$ cat src/rtl/capTmrPkg.sv
package capTmrPkg;
  localparam int CNT_W  = 16;
  localparam int BYTE_W = 8;

  // control register bit positions (software decodes these)
  localparam int BIT_OVF     = 7;
  localparam int BIT_EXT     = 6;
  localparam int BIT_RXSEL   = 5;
  localparam int BIT_TXSEL   = 4;
  localparam int BIT_EXTEN   = 3;
  localparam int BIT_RUN     = 2;
  localparam int BIT_SRCSEL  = 1;
  localparam int BIT_CAPMODE = 0;

  // mode register bit positions
  localparam int BIT_EXTMASK = 0;
  localparam int BIT_OUTEN   = 1;
  localparam int MODE_W      = 2;

  typedef struct packed {
    logic countTick;
    logic trigEvt;
  } tmrStrobe_t;

  typedef struct packed {
    logic run;
    logic extSel;
    logic extEn;
  } tmrCfg_t;
endpackage

$ cat src/rtl/capTmrEdge.sv
module capTmrEdge #(
  parameter int STAGES = 2
) (
  input  logic clk,
  input  logic rstN,
  input  logic pinIn,
  output logic fallPulse
);
  logic [STAGES-1:0] syncQ;
  logic              prevQ;

  always_ff @(posedge clk or negedge rstN) begin
    if (!rstN) begin
      syncQ <= '0;
      prevQ <= 1'b0;
    end else begin
      syncQ <= {syncQ[STAGES-2:0], pinIn};
      prevQ <= syncQ[STAGES-1];
    end
  end

  assign fallPulse = prevQ & ~syncQ[STAGES-1];


  single_fall_chk: assert property (@(posedge clk) disable iff (!rstN)
    fallPulse |=> !fallPulse);
endmodule

$ cat src/rtl/capTmrCtrl.sv
module capTmrCtrl
  import capTmrPkg::*;
#(
  parameter int DIV         = 12,
  parameter int SYNC_STAGES = 2
) (
  input  logic       clk,
  input  logic       rstN,
  input  tmrCfg_t    cfg,
  input  logic       cntPin,
  input  logic       trigPin,
  output tmrStrobe_t stb
);
  localparam int PW    = $clog2(DIV);
  localparam int NPINS = 2;

  logic [NPINS-1:0] pinVec;
  logic [NPINS-1:0] fallVec;
  assign pinVec = {trigPin, cntPin};

  for (genvar i = 0; i < NPINS; i++) begin : g_edge
    capTmrEdge #(.STAGES(SYNC_STAGES)) u_edge (
      .clk      (clk),
      .rstN     (rstN),
      .pinIn    (pinVec[i]),
      .fallPulse(fallVec[i])
    );
  end

  logic [PW-1:0] presc;
  logic          prescWrap;
  assign prescWrap = (presc == PW'(DIV - 1));

  always_ff @(posedge clk or negedge rstN) begin
    if (!rstN) presc <= '0;
    else if (!cfg.run || cfg.extSel || prescWrap) presc <= '0;
    else presc <= presc + PW'(1);
  end

  assign stb.countTick = cfg.run & (cfg.extSel ? fallVec[0] : prescWrap);
  assign stb.trigEvt   = cfg.extEn & fallVec[1];


  tick_spacing_chk: assert property (@(posedge clk) disable iff (!rstN)
    (stb.countTick && !cfg.extSel) |=> !stb.countTick);


  stopped_no_tick_chk: assert property (@(posedge clk) disable iff (!rstN)
    !cfg.run |-> !stb.countTick);
endmodule

$ cat src/rtl/capTmrDatapath.sv
module capTmrDatapath
  import capTmrPkg::*;
#(
  parameter int                ADDR_W      = 8,
  parameter logic [ADDR_W-1:0] CTRL_ADDR   = 8'hC8,
  parameter logic [ADDR_W-1:0] MODE_ADDR   = 8'hC9,
  parameter logic [ADDR_W-1:0] RLD_LO_ADDR = 8'hCA,
  parameter logic [ADDR_W-1:0] RLD_HI_ADDR = 8'hCB,
  parameter logic [ADDR_W-1:0] CNT_LO_ADDR = 8'hCC,
  parameter logic [ADDR_W-1:0] CNT_HI_ADDR = 8'hCD
) (
  input  logic              clk,
  input  logic              rstN,
  input  logic [ADDR_W-1:0] addr,
  input  logic              wrEn,
  input  logic [BYTE_W-1:0] wrData,
  output logic [BYTE_W-1:0] rdData,
  input  tmrStrobe_t        stb,
  output tmrCfg_t           cfg,
  input  logic              t1OvfIn,
  input  logic              irqEn,
  output logic              irq,
  output logic              rxBaudTick,
  output logic              txBaudTick
);
  localparam logic [CNT_W-1:0] MAXV = {CNT_W{1'b1}};

  logic [BYTE_W-1:0] ctrlQ;
  logic [MODE_W-1:0] modeQ;
  logic [CNT_W-1:0]  cntQ;
  logic [CNT_W-1:0]  rldQ;
  logic              rxTickQ, txTickQ;

  logic ctrlWr, modeWr, rldLoWr, rldHiWr, cntLoWr, cntHiWr;
  assign ctrlWr  = wrEn && (addr == CTRL_ADDR);
  assign modeWr  = wrEn && (addr == MODE_ADDR);
  assign rldLoWr = wrEn && (addr == RLD_LO_ADDR);
  assign rldHiWr = wrEn && (addr == RLD_HI_ADDR);
  assign cntLoWr = wrEn && (addr == CNT_LO_ADDR);
  assign cntHiWr = wrEn && (addr == CNT_HI_ADDR);

  logic rxSel, txSel, baudMode, capMode, reloadMode;
  assign rxSel      = ctrlQ[BIT_RXSEL];
  assign txSel      = ctrlQ[BIT_TXSEL];
  assign baudMode   = rxSel | txSel;
  assign capMode    = ctrlQ[BIT_CAPMODE];
  assign reloadMode = baudMode | ~capMode;

  assign cfg.run    = ctrlQ[BIT_RUN];
  assign cfg.extSel = ctrlQ[BIT_SRCSEL];
  assign cfg.extEn  = ctrlQ[BIT_EXTEN];

  logic ovfHit, ovfSet, extSet, capEvt, ldEvt;
  assign ovfHit = stb.countTick && (cntQ == MAXV);
  assign ovfSet = ovfHit & ~baudMode;
  assign extSet = stb.trigEvt;
  assign capEvt = stb.trigEvt & capMode & ~baudMode;
  assign ldEvt  = stb.trigEvt & ~capMode & ~baudMode;

  // control register: hardware flag set beats a clearing write
  always_ff @(posedge clk or negedge rstN) begin
    if (!rstN) begin
      ctrlQ <= '0;
    end else begin
      if (ctrlWr) ctrlQ <= wrData;
      if (ovfSet) ctrlQ[BIT_OVF] <= 1'b1;
      if (extSet) ctrlQ[BIT_EXT] <= 1'b1;
    end
  end

  always_ff @(posedge clk or negedge rstN) begin
    if (!rstN)       modeQ <= '0;
    else if (modeWr) modeQ <= wrData[MODE_W-1:0];
  end

  // counter: hardware events win over software byte writes
  always_ff @(posedge clk or negedge rstN) begin
    if (!rstN) begin
      cntQ <= '0;
    end else if (ldEvt) begin
      cntQ <= rldQ;
    end else if (stb.countTick) begin
      if (cntQ == MAXV) cntQ <= reloadMode ? rldQ : '0;
      else              cntQ <= cntQ + CNT_W'(1);
    end else begin
      if (cntLoWr) cntQ[BYTE_W-1:0]     <= wrData;
      if (cntHiWr) cntQ[CNT_W-1:BYTE_W] <= wrData;
    end
  end

  // holding pair: capture wins over software byte writes
  always_ff @(posedge clk or negedge rstN) begin
    if (!rstN) begin
      rldQ <= '0;
    end else if (capEvt) begin
      rldQ <= cntQ;
    end else begin
      if (rldLoWr) rldQ[BYTE_W-1:0]     <= wrData;
      if (rldHiWr) rldQ[CNT_W-1:BYTE_W] <= wrData;
    end
  end

  always_ff @(posedge clk or negedge rstN) begin
    if (!rstN) begin
      rxTickQ <= 1'b0;
      txTickQ <= 1'b0;
    end else begin
      rxTickQ <= rxSel ? ovfHit : t1OvfIn;
      txTickQ <= txSel ? ovfHit : t1OvfIn;
    end
  end

  assign rxBaudTick = rxTickQ;
  assign txBaudTick = txTickQ;
  assign irq = irqEn & (ctrlQ[BIT_OVF] | (ctrlQ[BIT_EXT] & ~modeQ[BIT_EXTMASK]));

  always_comb begin
    rdData = '0;
    case (addr)
      CTRL_ADDR:   rdData = ctrlQ;
      MODE_ADDR:   rdData = {{(BYTE_W-MODE_W){1'b0}}, modeQ};
      RLD_LO_ADDR: rdData = rldQ[BYTE_W-1:0];
      RLD_HI_ADDR: rdData = rldQ[CNT_W-1:BYTE_W];
      CNT_LO_ADDR: rdData = cntQ[BYTE_W-1:0];
      CNT_HI_ADDR: rdData = cntQ[CNT_W-1:BYTE_W];
      default:     rdData = '0;
    endcase
  end


  hold_when_stopped_chk: assert property (@(posedge clk) disable iff (!rstN)
    (!cfg.run && !stb.trigEvt && !cntLoWr && !cntHiWr) |=> $stable(cntQ));


  ovf_sticky_chk: assert property (@(posedge clk) disable iff (!rstN)
    (ctrlQ[BIT_OVF] && !ctrlWr) |=> ctrlQ[BIT_OVF]);


  baud_no_ovf_flag_chk: assert property (@(posedge clk) disable iff (!rstN)
    (baudMode && !ctrlWr) |=> $stable(ctrlQ[BIT_OVF]));


  capture_copy_chk: assert property (@(posedge clk) disable iff (!rstN)
    capEvt |=> (rldQ == $past(cntQ)));


  irq_mask_chk: assert property (@(posedge clk) disable iff (!rstN)
    (irq && !ctrlQ[BIT_OVF]) |-> !modeQ[BIT_EXTMASK]);
endmodule

$ cat src/rtl/capReloadTimer.sv
module capReloadTimer
  import capTmrPkg::*;
#(
  parameter int DIV         = 12,
  parameter int SYNC_STAGES = 2
) (
  input  logic       clk,
  input  logic       rstN,
  input  logic [7:0] addr,
  input  logic       wrEn,
  input  logic [7:0] wrData,
  output logic [7:0] rdData,
  input  logic       cntPin,
  input  logic       trigPin,
  input  logic       t1OvfIn,
  input  logic       irqEn,
  output logic       irq,
  output logic       rxBaudTick,
  output logic       txBaudTick
);
  tmrStrobe_t stb;
  tmrCfg_t    cfg;

  capTmrCtrl #(.DIV(DIV), .SYNC_STAGES(SYNC_STAGES)) u_ctrl (
    .clk    (clk),
    .rstN   (rstN),
    .cfg    (cfg),
    .cntPin (cntPin),
    .trigPin(trigPin),
    .stb    (stb)
  );

  capTmrDatapath u_dp (
    .clk       (clk),
    .rstN      (rstN),
    .addr      (addr),
    .wrEn      (wrEn),
    .wrData    (wrData),
    .rdData    (rdData),
    .stb       (stb),
    .cfg       (cfg),
    .t1OvfIn   (t1OvfIn),
    .irqEn     (irqEn),
    .irq       (irq),
    .rxBaudTick(rxBaudTick),
    .txBaudTick(txBaudTick)
  );
endmodule

$ cat config.mk
export PLATFORM = sky130hd
export DESIGN_NAME = capReloadTimer
export DESIGN_NICKNAME = d
export VERILOG_FILES = /design/src/rtl/capTmrPkg.sv /design/src/rtl/capTmrEdge.sv /design/src/rtl/capTmrCtrl.sv /design/src/rtl/capTmrDatapath.sv /design/src/rtl/capReloadTimer.sv
export SDC_FILE = /design/constraint.sdc
export NUM_CORES = 1
export LEC_CHECK = 0
export BUFFER_PORTS_ARGS = -buffer_cell sky130_fd_sc_hd__buf_2
export CORE_ASPECT_RATIO = 0.5
export CORE_UTILIZATION = 40
export DETAILED_ROUTE_END_ITERATION = 7
export PLACE_DENSITY = 0.66
export SLEW_MARGIN = 20
export SYNTH_ARGS = -nofsm -noshare
export SYNTH_HDL_FRONTEND = slang
export SYNTH_SLANG_ARGS = --single-unit
$ cat constraint.sdc
create_clock -name clk -period 3 [get_ports clk]
set_input_delay 0.15 -clock clk [delete_from_list [all_inputs] [get_ports clk]]
set_output_delay 0.15 -clock clk [all_outputs]
set_load 0.02 [all_outputs]
After elaboration in Yosys (flattened, before gate mapping)
Cells that the tools add are included.

storage, ports and cells
  word-level logic and storage cells = 77
  output and inout port bits = 11
  bits in registers = 54

operators by class
  bitwise gates (word level) = 19
  equal/unequal tests = 8
  add/subtract/negate cells = 2
  reductions and logical operators = 16
  mux-type cells = 17

operators with widths
  operator                 count
  $mux W16                 5
  $eq A8 B8 Y1 const B     6
  $pmux W8 S6              1
  $mux W8                  5
  $add A16 B1 Y16 const B  1
  $eq A16 B16 Y1 const B   1
  $and A1 B1 Y1            11
  $reduce_bool A2 Y1       4
  $logic_and A1 B1 Y1      7
  $reduce_bool A3 Y1       2
  $mux W1                  5
  $not A1 Y1               5
  $add A4 B1 Y4 const B    1
  $eq A4 B4 Y1 const B     1
  $mux W4                  1
  $or A1 B1 Y1             3
  $logic_or A1 B1 Y1       2
  $logic_not A1 Y1         1

Depth between registers and ports, before layout
Gate-level depths: netlist of the first run.

  depth in word-level cells = 7
  depth in mapped cells = 9

By module
From an unflattened synthesis of the first run, not the netlist that was laid out.

second synthesis, totals
  cells, all modules = 376
  area total of the unflattened synthesis = 3437.0 µm²

modules (own cells, without submodules)
  module          sequential area each (µm²)  cells an instance  area an instance (µm²)  instances
  capTmrDatapath  1101.1                      349                3052.9                  1
  capTmrCtrl      100.1                       19                 206.4                   1
  capTmrEdge      75.1                        4                  88.8                    2

Worst setup path after synthesis of the first run
OpenSTA, ideal clock, no wires.

  kind = reg-to-reg
  from = register u_dp.cntQ[0]
  to = register u_dp.cntQ[7]
  cell stages (with the launch flop) = 9
  clock period less this slack = 2248 ps
  slack = 752 ps
  arrival = 2127 ps
  library setup time = 122 ps
  path through = dfrtp_1 ha_1 nand3_2 or4_1 buf_2 or2_0 buf_6 a32o_1 a32o_1

between the ends
  word-level cells in the longest chain between the ends = 4

ends and longest elaborated chain
  item                                               RTL line                                    text
  start: declaration                                 capTmrDatapath.sv:30                        logic [CNT_W-1:0] cntQ;
  start signal: assignment                           capTmrDatapath.sv:81                        cntQ <= rldQ;
  start signal: assignment                           capTmrDatapath.sv:83                        if (cntQ == MAXV) cntQ <= reloadMode ? rldQ : '0;
  start signal: assignment                           capTmrDatapath.sv:84                        else cntQ <= cntQ + CNT_W'(1);
  $add A16 B1 Y16 or $eq A16 B16 Y1 (tied branches)  capTmrDatapath.sv:84, capTmrDatapath.sv:83
  $mux W16 (*)                                       capTmrDatapath.sv:83
  $mux W16 (*)                                       capTmrDatapath.sv:82                        end else if (stb.countTick) begin
  $mux W16 (*)                                       capTmrDatapath.sv:80                        end else if (ldEvt) begin

Every way passes the cells marked *; elsewhere a longest branch is shown, timed or not.
A chain may end at the register's enable or synchronous reset.

Worst setup path in the final report of the first run
Same ends and word-level chain as after synthesis.

==> results.cfg, run 1 <==
[status]
status = finished, final reports clean

[timing]
rsz0062_at_grt = false
max_slew_margin_pct = 36.96
finalCritPeriodShare_pct = 87.71
maxSlewViolCount = 0
hold_slack_ns = 0.1222
setup_viol = 0
max_freq_mhz = 380.0
fin_setup_tns_ns = 0
fin_crit_ns = 2.631
fin_skew_ns = 0.003425
finalHoldViolCount = 0
worst_pin_slew_ns = 0.9383

[layout]
layout.cells.non_filler = 499
area_delta_synth_final_pct = 14.63
drive_gt1_share_pct = 19.18
antenna_cells = 0
nets = 415

[power]
worst_ir_drop_vdd_uv = 212.0
leakage_nw = 1.659
p_per_area_nw_per_um2 = 489.2
power_w = 0.001823

[synthesis]
synth_simple_gate_area_share_pct = 21.25
synth_nets = 383
yosys_warnings = 0
synth_top_family_by_area = simple AND/OR/NAND/NOR gates
synth_adder_area_share_pct = 0.7698
synthTopCellsByCount = dfrtp_1, nor2_1, nand2_1
synth_edf_count = 0
ys_ff_latch = 54
yosysSeqAreaShare_pct = 41.57
synth_top_area_share_pct = 41.57
syn_avg_cell_area_um2 = 9.080
async_flop_share_pct = 100.0
netlist_area_um2 = 3251
synthMuxAreaShare_pct = 11.16
synth_compound_gate_area_share_pct = 18.44
synth_area_leaders = dfrtp_1, mux2i_1, a21oi_1
synthCells = 358
synthXorXnorAreaFrac_pct = 3.233
synthFlopType = dfrtp_1
yosysMostFrequentCell = dfrtp_1
yosysUniqueCellTypes = 58
yosysTopAreaCell = dfrtp_1

[global_routing]
grt_pass1_wl_um = 15860
antenna_found_initial = 0
grt_max_degree = 33
grt_pass1_vias = 2899
grt_overflow = 0
track_usage_pct = 25.32

[placed_design]
place.gp.congestion = 0.9394
hpwl_um = 7098
port_buffers = 33
dp_cells = 488

[clocking]
clkSinkCount = 54
cts_tree = built
path_clk_slew_ns = 0.07
clockBufferDepth = 2
ctsResizeCount = 0
insertion_delay_ns = 0.29
root_buffer = clkbuf_16
postCtsHoldBufs = 3
htreeDepth = 2
postCtsSetupRepairBufs = 0
numCtsBuffers = 5

[hold_path]
min_from = t1OvfIn
hold_depth = 2
hold_path_class = in -> reg
min_to = u_dp.rxBaudTick$_DFF_PN0_

[setup_path]
worst_r2r_startpoint = u_dp.cntQ[0]$_DFFE_PN0P_
rr_worst_depth = 6
crit_fanout = 9
rrSetupSlack_ns = 0.37
endpoint_kind = flop
crit_required_ns = 3.18
startpoint_type = flop
cp.arrival_ns = 2.81
crit_type = reg -> reg
worstReg2RegEnd = u_dp.cntQ[7]$_DFFE_PN0P_

[drt]
firstDrtPassIters = 5
drtIter0Drc = 407
drc = 0
via_per_inst = 6.216
vias = 3102
wire_per_inst_um = 19.92
final_antenna_net_count = 0
routed_wl_um = 9938

[run]
cap_violations = 0

[floorplanning]
coreArea_um2 = 7597
die_h_um = 65.75
rows = 22
dieArea_um2 = 8513
io_pins = 34
die-width_um = 129.5
start_util_pct = 42.79
[flip-flops by register name (all words and copies together) (netlist names)]
register                    flops
u_ctrl.presc                    4
u_dp.cntQ                      16
u_dp.rxBaudTick                 1
u_ctrl.g_edge.u_edge.syncQ      4
u_ctrl.g_edge.u_edge.prevQ      2
u_dp.rldQ                      16
u_dp.txBaudTick                 1
u_dp.modeQ                      2
u_dp.ctrlQ                      8
[routing by layer]
| layer | part of all wire [%] | wire [um] | GRT usage, % |
|---|---|---|---|
| met4 | 1.7 | 167 | 6.105 |
| met1 | 44 | 4389 | 37.35 |
| met3 | 11 | 1133 | 7.003 |
| met2 | 43 | 4247 | 36.22 |
| met5 | 0 | 0 | 0 |
[final cells by class]
cell class / count / area (um2)
Multi-Input combinational cell: 277 / 1789
Clock inverter: 3 / 21.27
Timing Repair Buffer: 49 / 292.8
Tap cell: 108 / 135.1
Clock buffer: 5 / 125.1
Sequential cell: 54 / 1351
Fill cell: 735 / 3871
Inverter: 3 / 11.26
[metrics by stage]
| step | instance area [um2] | utilization, % | setup slack, ns |
|---|---|---|---|
| 2_1_floorplan | 3251 | - | 0.7519 |
| 3_3_place_gp | 3550 | 46.72 | 0.5025 |
| 3_5_place_dp | 3550 | 46.72 | 0.4444 |
| 4_1_cts | 3726 | 49.04 | 0.4104 |
| 5_1_grt | 3726 | 49.04 | 0.2388 |
| 6_report | 3726 | 49.04 | 0.3688 |
[worst max-delay path: stages, from the launching register on]
cell and delay [ns]:
dfrtp_1 0.46, ha_1 0.24, nand3_2 0.13, or4_1 0.69, or2_0 0.48, a32o_1 0.32, a32o_1 0.20
[worst max path at each step]
stage	start	end	slack [ns]	cells past startpoint
after floorplan	u_dp.cntQ[0]$_DFFE_PN0P_	u_dp.cntQ[7]$_DFFE_PN0P_	0.75	8
after CTS	u_dp.cntQ[0]$_DFFE_PN0P_	u_dp.cntQ[7]$_DFFE_PN0P_	0.41	6
final	u_dp.cntQ[0]$_DFFE_PN0P_	u_dp.cntQ[7]$_DFFE_PN0P_	0.37	6
after global routing	u_dp.cntQ[0]$_DFFE_PN0P_	u_dp.cntQ[7]$_DFFE_PN0P_	0.24	6
after global placement	u_dp.cntQ[0]$_DFFE_PN0P_	u_dp.cntQ[7]$_DFFE_PN0P_	0.50	6
after detailed placement	u_dp.cntQ[0]$_DFFE_PN0P_	u_dp.cntQ[7]$_DFFE_PN0P_	0.44	6
[placed cells by master (no fill, tap or decap), types with 5 or more instances in the layout]
master and instances:
nand3_1 17, xor2_1 8, nand2_1 37, dfrtp_1 54, mux2i_1 25, o21ai_1 6, nor3_1 6, buf_2 33
a22oi_1 9, mux2_2 10, o21ai_0 15, clkbuf_16 5, nor2_1 41, buf_4 13, a21oi_1 31
[cells by family after synthesis]
kind of cell | Yosys count
AND/OR/NAND/NOR | 135
AO/OA/AOI/OAI | 93
flip-flops | 54
multiplexers | 35
buffers and inverters | 27
XOR/XNOR | 12
adder cells (fa/ha/maj) | 2
[where the power goes]
group	internal (W)	switching [W]
clock	0.000310	0.000272
combinational	0.000133	0.000149
sequential	0.000806	0.000153
Note: power is estimated with default switching activity, not from simulation.
==> run 2, diff against run 1 <==
--- a/config.mk
+++ b/config.mk
@@ -5,10 +5,11 @@
 export SDC_FILE = /design/constraint.sdc
 export NUM_CORES = 1
 export LEC_CHECK = 0
-export BUFFER_PORTS_ARGS = -buffer_cell sky130_fd_sc_hd__buf_2
+export BUFFER_PORTS_ARGS = -buffer_cell sky130_fd_sc_hd__buf_4
 export CORE_ASPECT_RATIO = 0.5
 export CORE_UTILIZATION = 40
 export DETAILED_ROUTE_END_ITERATION = 7
+export HOLD_SLACK_MARGIN = 0.03
 export PLACE_DENSITY = 0.66
 export SLEW_MARGIN = 20
 export SYNTH_ARGS = -nofsm -noshare
==> run 2 against run 1 <==
  * Sequential cell count is the same
  * First-iteration DRC count grew 14%
  * Combinational power grew 2%
  * Sequential power is essentially flat
  * Global-route usage shrank 0.23 points
  * Clock skew grew 0.0024 ns
  * Cell area grew 2.2%
  * Non-clock buffer count shrank 3
  * Setup slack gained 0.012 ns
==> results.cfg, run 2 (synthesis results as in run 1) <==
[timing]
rsz0062_at_grt = false
fin_setup_tns_ns = 0
setup_slack_ns = 0.3812
fin_crit_ns = 2.619
max_slew_margin_pct = 42.78
hold_slack_ns = 0.09684
setup_viol = 0
finalCritPeriodShare_pct = 87.29
worst_pin_slew_ns = 0.8518
maxSlewViolCount = 0
fin_skew_ns = 0.005810
max_freq_mhz = 381.9
finalHoldViolCount = 0

[placed_design]
pre_cts_slack_ns = 0.4368
placed_area_um2 = 3610
port_buffers = 33
hpwl_um = 6977
place.gp.congestion = 0.9927

[drt]
drc = 0
routed_wl_um = 9662
vias = 3023
via_per_inst = 6.095
wire_per_inst_um = 19.48
drtIter0Drc = 462
firstDrtPassIters = 5
final_antenna_net_count = 0

[layout]
antenna_cells = 0
drive_gt1_share_pct = 18.56
top_regs = u_dp.cntQ: 16 flops, u_dp.rldQ: 16 flops, u_dp.ctrlQ: 8 flops
register_area_um2 = 1351
mostFrequentLayoutCells = dfrtp_1, buf_4, nor2_1
final_common_cell = dfrtp_1
nets = 412
final_cell_area_um2 = 3810
multi_input_area_um2 = 1789
area_delta_synth_final_pct = 17.21
num-fill-cells = 719

[setup_path]
crit_type = reg -> reg
path_cells = ha_1 > nand3_2 > or4_1 > or2_0 > a32o_1 > a32o_1
endpoint_kind = flop
crit_fanout = 9
path_buf_inv = 0
crit_required_ns = 3.20
cp_top_family = simple AND/OR/NAND/NOR gates
rrSetupSlack_ns = 0.38
cp.arrival_ns = 2.81
startpoint_type = flop
worst_r2r_startpoint = u_dp.cntQ[1]$_DFFE_PN0P_
worstReg2RegEnd = u_dp.cntQ[7]$_DFFE_PN0P_
crit_top_cell = a32o_1
cpPeakStageDelay_ns = 0.69
rr_worst_depth = 6
crit_slowest_cell = or4_1

[run]
cap_violations = 0

[power]
p_int_w = 0.001341
leakage_nw = 1.670
swShare_pct = 30.21
p_per_area_nw_per_um2 = 504.5
p_seq_share_pct = 50.0
power_frac_comb_pct = 15.0
worst_ir_drop_vdd_uv = 223.0
power_switching_w = 0.0005807
pwr-share-clk_pct = 35.0

[global_routing]
met2_usage_pct = 35.75
grt_use_met3_pct = 7.899
grt_overflow = 0
grt.busiest_layer = met2
grt_max_degree = 55
grt_pass1_vias = 2968
grt_pass1_wl_um = 15760
grt_use_met1_pct = 35.36
track_usage_pct = 25.09
antenna_found_initial = 1

[clocking]
path_clk_slew_ns = 0.07
cts_tree = built
clkSinkCount = 54
numCtsBuffers = 5
clockBufferDepth = 2
root_buffer = clkbuf_16
ctsResizeCount = 0
htreeDepth = 2
insertion_delay_ns = 0.30

[hold_path]
min_to = u_dp.rxBaudTick$_DFF_PN0_
hold_depth = 2
hold_path_class = in -> reg
min_from = t1OvfIn

[floorplanning]
start_util_pct = 42.79
die-width_um = 129.5
die_h_um = 65.75
coreArea_um2 = 7597
dieArea_um2 = 8513
io_pins = 34
rows = 22

[status]
status = finished, final reports clean
run 2: cell types whose count changed in the layout (fill, tap and decap cells not counted), sizes merged:
cell / previous run / this run
buf: 46 / 43
clkinv: 2 / 0
bufinv: 0 / 1
clkinvlp: 1 / 2
run 2: worst max path at each step:
| stage | from | to | slack [ns] | cells past startpoint |
|---|---|---|---|---|
| after floorplan | u_dp.cntQ[0]$_DFFE_PN0P_ | u_dp.cntQ[7]$_DFFE_PN0P_ | 0.75 | 8 |
| after global placement | u_dp.cntQ[0]$_DFFE_PN0P_ | u_dp.cntQ[7]$_DFFE_PN0P_ | 0.50 | 6 |
| after detailed placement | u_dp.cntQ[0]$_DFFE_PN0P_ | u_dp.cntQ[7]$_DFFE_PN0P_ | 0.44 | 6 |
| after CTS | u_dp.cntQ[0]$_DFFE_PN0P_ | u_dp.cntQ[7]$_DFFE_PN0P_ | 0.42 | 6 |
| after global routing | u_dp.cntQ[0]$_DFFE_PN0P_ | u_dp.cntQ[7]$_DFFE_PN0P_ | 0.28 | 6 |
| final | u_dp.cntQ[1]$_DFFE_PN0P_ | u_dp.cntQ[7]$_DFFE_PN0P_ | 0.38 | 6 |
run 2: power by group through the flow:
stage,registers (W),clock network [W],logic [W]
5_1_grt,0.000971,0.000704,0.000322
2_1_floorplan,0.000880,0,0.000247
6_report,0.000961,0.000673,0.000288
3_3_place_gp,0.000960,0,0.000275
3_5_place_dp,0.000966,0,0.000281
4_1_cts,0.000953,0.000682,0.000286
run 2: what timing repair did:
action                    CTS  global route
hold endpoints to repair   56             0
hold buffers                3             0
buffers inserted            0             0
run 2: routing by layer:
metal | share of wire [%] | vias to the layer above
met4 | 2.7 | 2
met5 | 0.36 | -
li1 | - | 1368
met1 | 44 | 1434
met2 | 42 | 189
met3 | 12 | 30
run 2: per-stage QoR:
step	power (W)	instances	util (%)
floorplan	0.001127	358	-
global placement	0.001235	485	47.51
detailed placement	0.001247	485	47.51
CTS	0.001921	496	50.15
global route	0.001998	496	50.15
finish	0.001922	496	50.15
run 2: final cells by class:
class | count | share of cell area [%]
well taps | 108 | 3.547
inverters | 3 | 0.2956
clock inverters | 3 | 1.182
clock buffers | 5 | 3.284
multi-input cells | 277 | 46.96
flip-flops and latches | 54 | 35.47
repair buffers | 46 | 9.261
